<file path="config.mk">
export PLATFORM = sky130hd
export DESIGN_NAME = ldpc_layer_iter_ctl
export DESIGN_NICKNAME = d
export VERILOG_FILES = /design/src/rtl/ldpc_iter_pkg.sv /design/src/rtl/ldpc_layer_ctr.sv /design/src/rtl/ldpc_iter_ctr.sv /design/src/rtl/ldpc_status_reg.sv /design/src/rtl/ldpc_sched_fsm.sv /design/src/rtl/ldpc_layer_iter_ctl.sv
export SDC_FILE = /design/constraint.sdc
export NUM_CORES = 1
export LEC_CHECK = 0
export ABC_CLOCK_PERIOD_IN_PS = 2000
export BUFFER_PORTS_ARGS = -buffer_cell sky130_fd_sc_hd__buf_4
export CAP_MARGIN = 10
export CORE_ASPECT_RATIO = 1.25
export CORE_MARGIN = 2
export CORE_UTILIZATION = 30
export CTS_BUF_LIST = sky130_fd_sc_hd__clkbuf_4
export CTS_CLUSTER_DIAMETER = 100
export DETAILED_ROUTE_END_ITERATION = 8
export PLACE_DENSITY = 0.53
export RECOVER_POWER = 25
export SLEW_MARGIN = 10
export SYNTH_ARGS = -nofsm -noshare
export SYNTH_HDL_FRONTEND = slang
export SYNTH_SLANG_ARGS = --single-unit
export TNS_END_PERCENT = 1
</file>
<file path="constraint.sdc">
create_clock -name clk_i -period 2 [get_ports clk_i]
set_input_delay 0.1 -clock clk_i [delete_from_list [all_inputs] [get_ports clk_i]]
set_output_delay 0.1 -clock clk_i [all_outputs]
set_load 0.01 [all_outputs]
</file>
<file path="src/rtl/ldpc_iter_pkg.sv">
package ldpc_iter_pkg;
  typedef enum logic [2:0] {
    ST_IDLE  = 3'd0,
    ST_READ  = 3'd1,
    ST_COMP  = 3'd2,
    ST_WRITE = 3'd3,
    ST_CHECK = 3'd4,
    ST_DONE  = 3'd5
  } ctl_state_e;
endpackage

</file>
<file path="src/rtl/ldpc_layer_ctr.sv">
module ldpc_layer_ctr #(
  parameter int NUM_LAYERS = 7,
  localparam int LAYER_W = (NUM_LAYERS > 1) ? $clog2(NUM_LAYERS) : 1
) (
  input  logic               clk_i,
  input  logic               rst_ni,
  input  logic               clr_i,
  input  logic               inc_i,
  output logic [LAYER_W-1:0] layer_o,
  output logic               last_o
);
  localparam logic [LAYER_W-1:0] LastIdx = LAYER_W'(NUM_LAYERS - 1);

  logic [LAYER_W-1:0] layer_q;

  always_ff @(posedge clk_i or negedge rst_ni) begin
    if (!rst_ni)    layer_q <= '0;
    else if (clr_i) layer_q <= '0;
    else if (inc_i) layer_q <= layer_q + 1'b1;
  end

  assign layer_o = layer_q;
  assign last_o  = (layer_q == LastIdx);


  layer_range_chk: assert property (@(posedge clk_i) disable iff (!rst_ni)
    layer_q <= LastIdx);
endmodule

</file>
<file path="src/rtl/ldpc_iter_ctr.sv">
module ldpc_iter_ctr #(
  parameter int ITER_W = 5
) (
  input  logic              clk_i,
  input  logic              rst_ni,
  input  logic              load_i,
  input  logic [ITER_W-1:0] lim_i,
  input  logic              inc_i,
  output logic [ITER_W-1:0] done_cnt_o,
  output logic              at_lim_o,
  output logic [ITER_W-1:0] lim_o
);
  logic [ITER_W-1:0] cnt_q, lim_q;

  always_ff @(posedge clk_i or negedge rst_ni) begin
    if (!rst_ni) begin
      cnt_q <= '0;
      lim_q <= ITER_W'(1);
    end else if (load_i) begin
      cnt_q <= '0;
      lim_q <= (lim_i == '0) ? ITER_W'(1) : lim_i;
    end else if (inc_i) begin
      cnt_q <= cnt_q + 1'b1;
    end
  end

  // completed count once the current iteration's check is reached
  assign done_cnt_o = cnt_q + 1'b1;
  assign at_lim_o   = (done_cnt_o == lim_q);
  assign lim_o      = lim_q;


  iter_below_lim_chk: assert property (@(posedge clk_i) disable iff (!rst_ni)
    (cnt_q < lim_q) && (lim_q != '0));
endmodule

</file>
<file path="src/rtl/ldpc_status_reg.sv">
module ldpc_status_reg #(
  parameter int ITER_W = 5,
  parameter int WT_W   = 8
) (
  input  logic              clk_i,
  input  logic              rst_ni,
  input  logic              clr_i,
  input  logic              cap_i,
  input  logic              zero_i,
  input  logic [WT_W-1:0]   weight_i,
  input  logic [ITER_W-1:0] used_i,
  output logic              conv_o,
  output logic [WT_W-1:0]   weight_o,
  output logic [ITER_W-1:0] used_o
);
  always_ff @(posedge clk_i or negedge rst_ni) begin
    if (!rst_ni) begin
      conv_o   <= 1'b0;
      weight_o <= '0;
      used_o   <= '0;
    end else if (clr_i) begin
      conv_o <= 1'b0;
      used_o <= '0;
    end else if (cap_i) begin
      conv_o   <= zero_i;
      weight_o <= weight_i;
      used_o   <= used_i;
    end
  end


  conv_capture_chk: assert property (@(posedge clk_i) disable iff (!rst_ni)
    (cap_i && !clr_i) |=> (conv_o == $past(zero_i)));
endmodule

</file>
<file path="src/rtl/ldpc_sched_fsm.sv">
module ldpc_sched_fsm
  import ldpc_iter_pkg::*;
(
  input  logic       clk_i,
  input  logic       rst_ni,
  input  logic       start_i,
  input  logic       last_layer_i,
  input  logic       stop_i,
  output ctl_state_e state_o
);
  ctl_state_e state_q, state_d;

  always_comb begin
    state_d = state_q;
    unique case (state_q)
      ST_IDLE:  if (start_i) state_d = ST_READ;
      ST_READ:  state_d = ST_COMP;
      ST_COMP:  state_d = ST_WRITE;
      ST_WRITE: state_d = last_layer_i ? ST_CHECK : ST_READ;
      ST_CHECK: state_d = stop_i ? ST_DONE : ST_READ;
      ST_DONE:  state_d = ST_IDLE;
      default:  state_d = ST_IDLE;
    endcase
  end

  always_ff @(posedge clk_i or negedge rst_ni) begin
    if (!rst_ni) state_q <= ST_IDLE;
    else         state_q <= state_d;
  end

  assign state_o = state_q;


  done_to_idle_chk: assert property (@(posedge clk_i) disable iff (!rst_ni)
    (state_q == ST_DONE) |=> (state_q == ST_IDLE));
endmodule

</file>
<file path="src/rtl/ldpc_layer_iter_ctl.sv">
module ldpc_layer_iter_ctl
  import ldpc_iter_pkg::*;
#(
  parameter int NUM_LAYERS = 7,
  parameter int ITER_W     = 5,
  parameter int WT_W       = 8,
  localparam int LAYER_W = (NUM_LAYERS > 1) ? $clog2(NUM_LAYERS) : 1
) (
  input  logic               clk_i,
  input  logic               rst_ni,
  input  logic               start_i,
  input  logic [ITER_W-1:0]  max_iter_i,
  input  logic               early_term_en_i,
  input  logic               synd_zero_i,
  input  logic [WT_W-1:0]    synd_weight_i,
  output logic               rd_phase_o,
  output logic               comp_phase_o,
  output logic               wr_phase_o,
  output logic [LAYER_W-1:0] layer_o,
  output logic               busy_o,
  output logic               done_o,
  output logic               converged_o,
  output logic [ITER_W-1:0]  iter_used_o,
  output logic [WT_W-1:0]    synd_weight_o
);
  ctl_state_e        state;
  logic              accept, in_check, stop, last_layer, at_lim;
  logic [ITER_W-1:0] done_cnt, lim;

  assign accept   = (state == ST_IDLE) && start_i;
  assign in_check = (state == ST_CHECK);
  assign stop     = at_lim || (early_term_en_i && synd_zero_i);

  ldpc_sched_fsm u_fsm (
    .clk_i        (clk_i),
    .rst_ni       (rst_ni),
    .start_i      (start_i),
    .last_layer_i (last_layer),
    .stop_i       (stop),
    .state_o      (state)
  );

  ldpc_layer_ctr #(.NUM_LAYERS(NUM_LAYERS)) u_layer (
    .clk_i   (clk_i),
    .rst_ni  (rst_ni),
    .clr_i   (accept || (in_check && !stop)),
    .inc_i   ((state == ST_WRITE) && !last_layer),
    .layer_o (layer_o),
    .last_o  (last_layer)
  );

  ldpc_iter_ctr #(.ITER_W(ITER_W)) u_iter (
    .clk_i      (clk_i),
    .rst_ni     (rst_ni),
    .load_i     (accept),
    .lim_i      (max_iter_i),
    .inc_i      (in_check && !stop),
    .done_cnt_o (done_cnt),
    .at_lim_o   (at_lim),
    .lim_o      (lim)
  );

  ldpc_status_reg #(.ITER_W(ITER_W), .WT_W(WT_W)) u_status (
    .clk_i    (clk_i),
    .rst_ni   (rst_ni),
    .clr_i    (accept),
    .cap_i    (in_check),
    .zero_i   (synd_zero_i),
    .weight_i (synd_weight_i),
    .used_i   (done_cnt),
    .conv_o   (converged_o),
    .weight_o (synd_weight_o),
    .used_o   (iter_used_o)
  );

  assign rd_phase_o   = (state == ST_READ);
  assign comp_phase_o = (state == ST_COMP);
  assign wr_phase_o   = (state == ST_WRITE);
  assign busy_o       = (state != ST_IDLE) && (state != ST_DONE);
  assign done_o       = (state == ST_DONE);


  rd_then_comp_chk: assert property (@(posedge clk_i) disable iff (!rst_ni)
    rd_phase_o |=> comp_phase_o);

  comp_then_wr_chk: assert property (@(posedge clk_i) disable iff (!rst_ni)
    comp_phase_o |=> wr_phase_o);

  last_wr_to_check_chk: assert property (@(posedge clk_i) disable iff (!rst_ni)
    (wr_phase_o && last_layer) |=> !(rd_phase_o || comp_phase_o || wr_phase_o) && busy_o);

  busy_rise_chk: assert property (@(posedge clk_i) disable iff (!rst_ni)
    $rose(busy_o) |-> $past(start_i));

  done_pulse_chk: assert property (@(posedge clk_i) disable iff (!rst_ni)
    done_o |=> !done_o && !busy_o);

  used_bound_chk: assert property (@(posedge clk_i) disable iff (!rst_ni)
    iter_used_o <= lim);
endmodule

</file>
# Word level (Yosys, flattened, before mapping)
# Index checks and enable logic that the tools add are counted.
dict set report totals {
  in_bits 18
  elab_cells 48
  reg_bits 30
}
dict set report classes {
  eq_ne 9
  n_reduce_logical 16
  muxes 13
  bitwise_logic 1
  add_sub_neg 2
}
# cell n
set op_table {}
lappend op_table {{5-bit 2-to-1 mux} 5}
lappend op_table {{3-bit 2-to-1 mux} 5}
lappend op_table {{3-bit one-hot mux with 5 select lines} 1}
lappend op_table {{3-bit equality test (second input constant)} 3}
lappend op_table {{3-bit by 2-bit equality test with 1-bit output (second input constant)} 2}
lappend op_table {{2-bit nonzero test} 3}
lappend op_table {{5-bit by 1-bit adder with 5-bit output (second input constant)} 1}
lappend op_table {{5-bit equality test} 1}
lappend op_table {{1-bit logical AND} 5}
lappend op_table {{5-bit zero test} 1}
lappend op_table {{3-bit by 1-bit adder with 3-bit output (second input constant)} 1}
lappend op_table {{3-bit by 1-bit equality test with 1-bit output (second input constant)} 1}
lappend op_table {{3-bit zero test} 1}
lappend op_table {{3-bit inequality test (second input constant)} 1}
lappend op_table {{3-bit nonzero test} 1}
lappend op_table {{1-bit zero test} 2}
lappend op_table {{1-bit logical OR} 2}
lappend op_table {{1-bit 2-to-1 mux} 2}
lappend op_table {{2-bit inequality test (second input constant)} 1}
lappend op_table {{2-bit AND reduction} 1}
lappend op_table {{1-bit NOT} 1}

# Longest topological paths before layout
dict set report depth {
  ltp_word 7
  ltp_mapped 7
  depth_no_buf 7
}

# Cells and area by module
# From an unflattened synthesis, not the netlist that was laid out.
dict set report hier_totals {
  hier_cells 126
  area_unflattened_um2 1565.3
}
# module cells_each instances area_each_um2 seq_area_each_um2
set by_module_without_submodules {}
lappend by_module_without_submodules {ldpc_status_reg 37 1 589.3 350.3}
lappend by_module_without_submodules {ldpc_iter_ctr 49 1 563.0 251.5}
lappend by_module_without_submodules {ldpc_layer_ctr 15 1 162.7 75.1}
lappend by_module_without_submodules {ldpc_sched_fsm 12 1 143.9 75.1}
lappend by_module_without_submodules {ldpc_layer_iter_ctl 13 1 106.4 0.0}

# Worst setup path after synthesis
# No wires, ideal clock.
dict set report synth_timing {
  path_kind {reg2reg}
  start {register u_iter.cnt_q[0]}
  end {register u_iter.cnt_q[4]}
  slack_ps 64
  n_path_buf 1
  arrival_time_ps 1860
  stages_incl_launch_ff 8
  setup_time_ps 76
  path_cell_list {dfrtp_1 > ha_1 > and3_4 > xnor3_1 > o31a_1 > buf_6 > mux2_4 > o21ai_1}
}
dict set report synth_between {
  elab_chain_len 6
}
# item line
set synth_rtl {}
lappend synth_rtl {{start: declaration} ldpc_iter_ctr.sv:13} ;# logic [ITER_W-1:0] cnt_q, lim_q;
lappend synth_rtl {{start signal: assignment} ldpc_iter_ctr.sv:23} ;# cnt_q <= cnt_q + 1'b1;
lappend synth_rtl {{5-bit by 1-bit adder with 5-bit output *} {ldpc_iter_ctr.sv:23, ldpc_iter_ctr.sv:28}}
lappend synth_rtl {{5-bit equality test} ldpc_iter_ctr.sv:29} ;# assign at_lim_o = (done_cnt_o == lim_q);
lappend synth_rtl {{1-bit logical OR} ldpc_layer_iter_ctl.sv:32} ;# assign stop = at_lim || (early_term_en_i && synd_zero_i);
lappend synth_rtl {{1-bit zero test} ldpc_layer_iter_ctl.sv:57} ;# .inc_i (in_check && !stop),
lappend synth_rtl {{1-bit logical AND} ldpc_layer_iter_ctl.sv:57}
lappend synth_rtl {{2-bit nonzero test (no source line)} --}
# Mark *: on every way between the ends. The rest lies on a longest branch, timed or not. The select of a mux whose other input is x is not followed.
# A chain may end at the register's enable or synchronous reset.

# Final worst setup path
dict set report layout_timing {
  start {register u_iter.cnt_q[1]}
  end {register u_iter.cnt_q[1]}
}
# Same word-level chain as after synthesis.

==> metrics <==
Least-Margin Pin Slew 0.737 ns; GR Util All Layers 13.8%; Post-synth top cells 51 x nand2_1, 29 x dfrtp_1, 11 x nand3_1, 7 x o21ai_0; io pins 40; Main synth FF type dfrtp_1; crit path max fanout 5; Post-Syn Instances 156; chip width 66.7 um; Layout Cells excl Fill 279; critical path class flop to flop; Synth cell types 32; Netlist Area Pre-Place 0.00147 mm^2; Via density 4.36; CTS tree done; clock sinks 30; RSZ-0062 raised after global routing yes; I/O Buffers 39; R2R depth 8; HPWL after detailed placement 2310 um; share of cells above drive strength 1 27.4%; Max Slew Vio Count 0; first-pass GRT wire length 5640 um; total negative slack 0 ns; largest net degree at the start of global routing 31; critical path arrival 2.16 ns; Reg area 752 um^2; DR DRC count 0; clock buffer depth 2; Synth Net Count 177; diodes inserted 0; nets@finish 239; DR vias 1,216; TritonCTS Buffers 5; Fin. Hold Viols 0; post-place setup slack 0.0699 ns; max_cap viols 0; crit share post-route 96.9%; CP endpoint kind flop; placed cells 255; CORE AREA 0.00473 mm^2; clock insertion delay at the later pin of the skew report 0.33 ns; Synth area leader dfrtp_1; worst endpoint required time 2.22 ns; Rows 28; Setup violations, final 0; CP Launch Type flop; Ys Warns 0; top cells by area, synth dfrtp_1 49%, nand2_1 13%, nand3_1 3.7%; DR WL/cell 12.1 um; status finished clean; vias in the first global route 1,224; Routed Antenna Nets 0; Avg Inst Size Synth 9.44 um^2; #FFs+latches synth 30; initial drt markers 28; grt total ovfl 0; Yosys top cell area share 49.3%; PD cells 1010 mW/mm^2; WHS 0.0417 ns; CTS HTree Levels 2; DIE AREA 0.00549 mm^2; clock slew at reported path FFs 0.10 ns; PnR worst setup slack 0.0613 ns; Worst VDD drop 0.468 mV; ys async rst share 100%; hold path depth 3; final worst path period need 1.94 ns; skew final 0.0122 ns; count leader, synth nand2_1; Seq/Total Area, Yosys 51.1%; Initial Utilization 31.1%; P&R area growth vs syn 40.2%; Die Span Y 82.3 um; HP Class primary input to flop; # fillers 507; Detailed Routing Iterations Pass 1 4; CTS root buf clkbuf_4; DRT Wirelength 3370 um; post-layout util 43.7%; EDFF count, synth 0; Max Clk Rate 0.516 GHz; initial antenna violation count 0; RD Place Congestion 0.718; area of the multi-input gates 671 um^2; slew margin rel. 50.8%; Static Leak 0.00101 uW
[critical path, stage by stage (launching register included)]
cell	delay [ns]
dfrtp_1	0.41
ha_2	0.19
xnor3_1	0.36
nand3_1	0.09
o31a_1	0.39
buf_4	0.17
buf_4	0.12
nand2_1	0.05
o21ai_0	0.06
[cells in the final DEF, fill, tap and decap left out, types with 2 or more instances in the layout]
cell	instances
clkbuf_4	5
and3b_1	2
mux2i_1	3
o31a_1	2
nor2_1	6
nand2_1	51
o21ai_1	2
dlygate4sd3_1	14
dfrtp_1	29
inv_1	4
xor2_1	4
nand3_1	11
o21ai_0	7
xnor2_1	6
xnor3_1	2
buf_4	47
ha_1	2
nor3b_1	3
[per-layer routing]
layer / wire (um) / global-route usage (%) / share of wire (%) / up-vias
li1: - / - / - / 632
met1: 1410 / 16.3 / 42 / 555
met2: 1760 / 23.1 / 52 / 25
met3: 131 / 3.79 / 3.9 / 4
met4: 64 / 6.73 / 1.9 / 0
met5: 0 / 0 / 0 / -
[state kept, by name, summed over array words and instances (netlist names)]
register and flops:
u_layer.layer_o 3, u_iter.cnt_q 5, u_fsm.state_o 3, u_iter.lim_o 5, u_status.conv_o 1, u_status.used_o 5
u_status.weight_o 8
[final cells by class]
type / count / area share (%)
Clock inverter: 3 / 0.788
Inverter: 4 / 0.727
Tap cell: 60 / 3.64
Timing Repair Buffer: 62 / 24.1
Multi-Input combinational cell: 115 / 32.5
Clock buffer: 5 / 1.82
Sequential cell: 30 / 36.4
[stage by stage]
stage	area (um^2)	total power [uW]
floorplan	1470	1380
global placement	1860	1730
detailed placement	1860	1740
CTS	2050	2110
global route	2060	2270
finish	2060	2080
[report_power, final]
group          total, uW  switching [uW]  internal [uW]
Sequential           929             147            783
Clock                341             210            131
Combinational        810             385            425
Total               2080             741           1340
[path summary, 6_finish.rpt]
kind                            slack, ns                                to                        startpoint
worst max-delay path                 0.06       u_iter.cnt_q[1]$_DFFE_PN0P_       u_iter.cnt_q[1]$_DFFE_PN0P_
worst max register to register       0.06       u_iter.cnt_q[1]$_DFFE_PN0P_       u_iter.cnt_q[1]$_DFFE_PN0P_
max in group asynchronous            1.17       u_iter.cnt_q[2]$_DFFE_PN0P_                            rst_ni
worst min-delay path                 0.04      u_fsm.state_o[0]$_DFFE_PN0P_                           start_i
min in group asynchronous            0.36       u_iter.cnt_q[1]$_DFFE_PN0P_                            rst_ni
worst min register to register       0.48  u_status.weight_o[0]$_DFFE_PN0P_  u_status.weight_o[0]$_DFFE_PN0P_
[kinds of logic (layout without fill, tap and decap cells)]
group                      count (synthesis)  count (layout)  share of synthesized area [%]
and+or+nand+nor                           83              83                           25.6
DFF                                       30              30                           51.1
muxes                                      4               4                           3.06
adders and majority gates                  3               3                           2.55
AOI/OAI and AO/OA                         13              13                           5.18
xor gates and xnor gates                  12              12                           9.01
buffers and inverters                     11              74                           3.57
[timing repair]
item | 4_1_cts | 5_1_grt
setup buffers | 0 | 2
hold endpoints to repair | 43 | 0
gates resized for setup | 0 | 1
hold buffers | 14 | 0
setup endpoints to repair | 0 | 7
(Power assumes the default switching activity.)
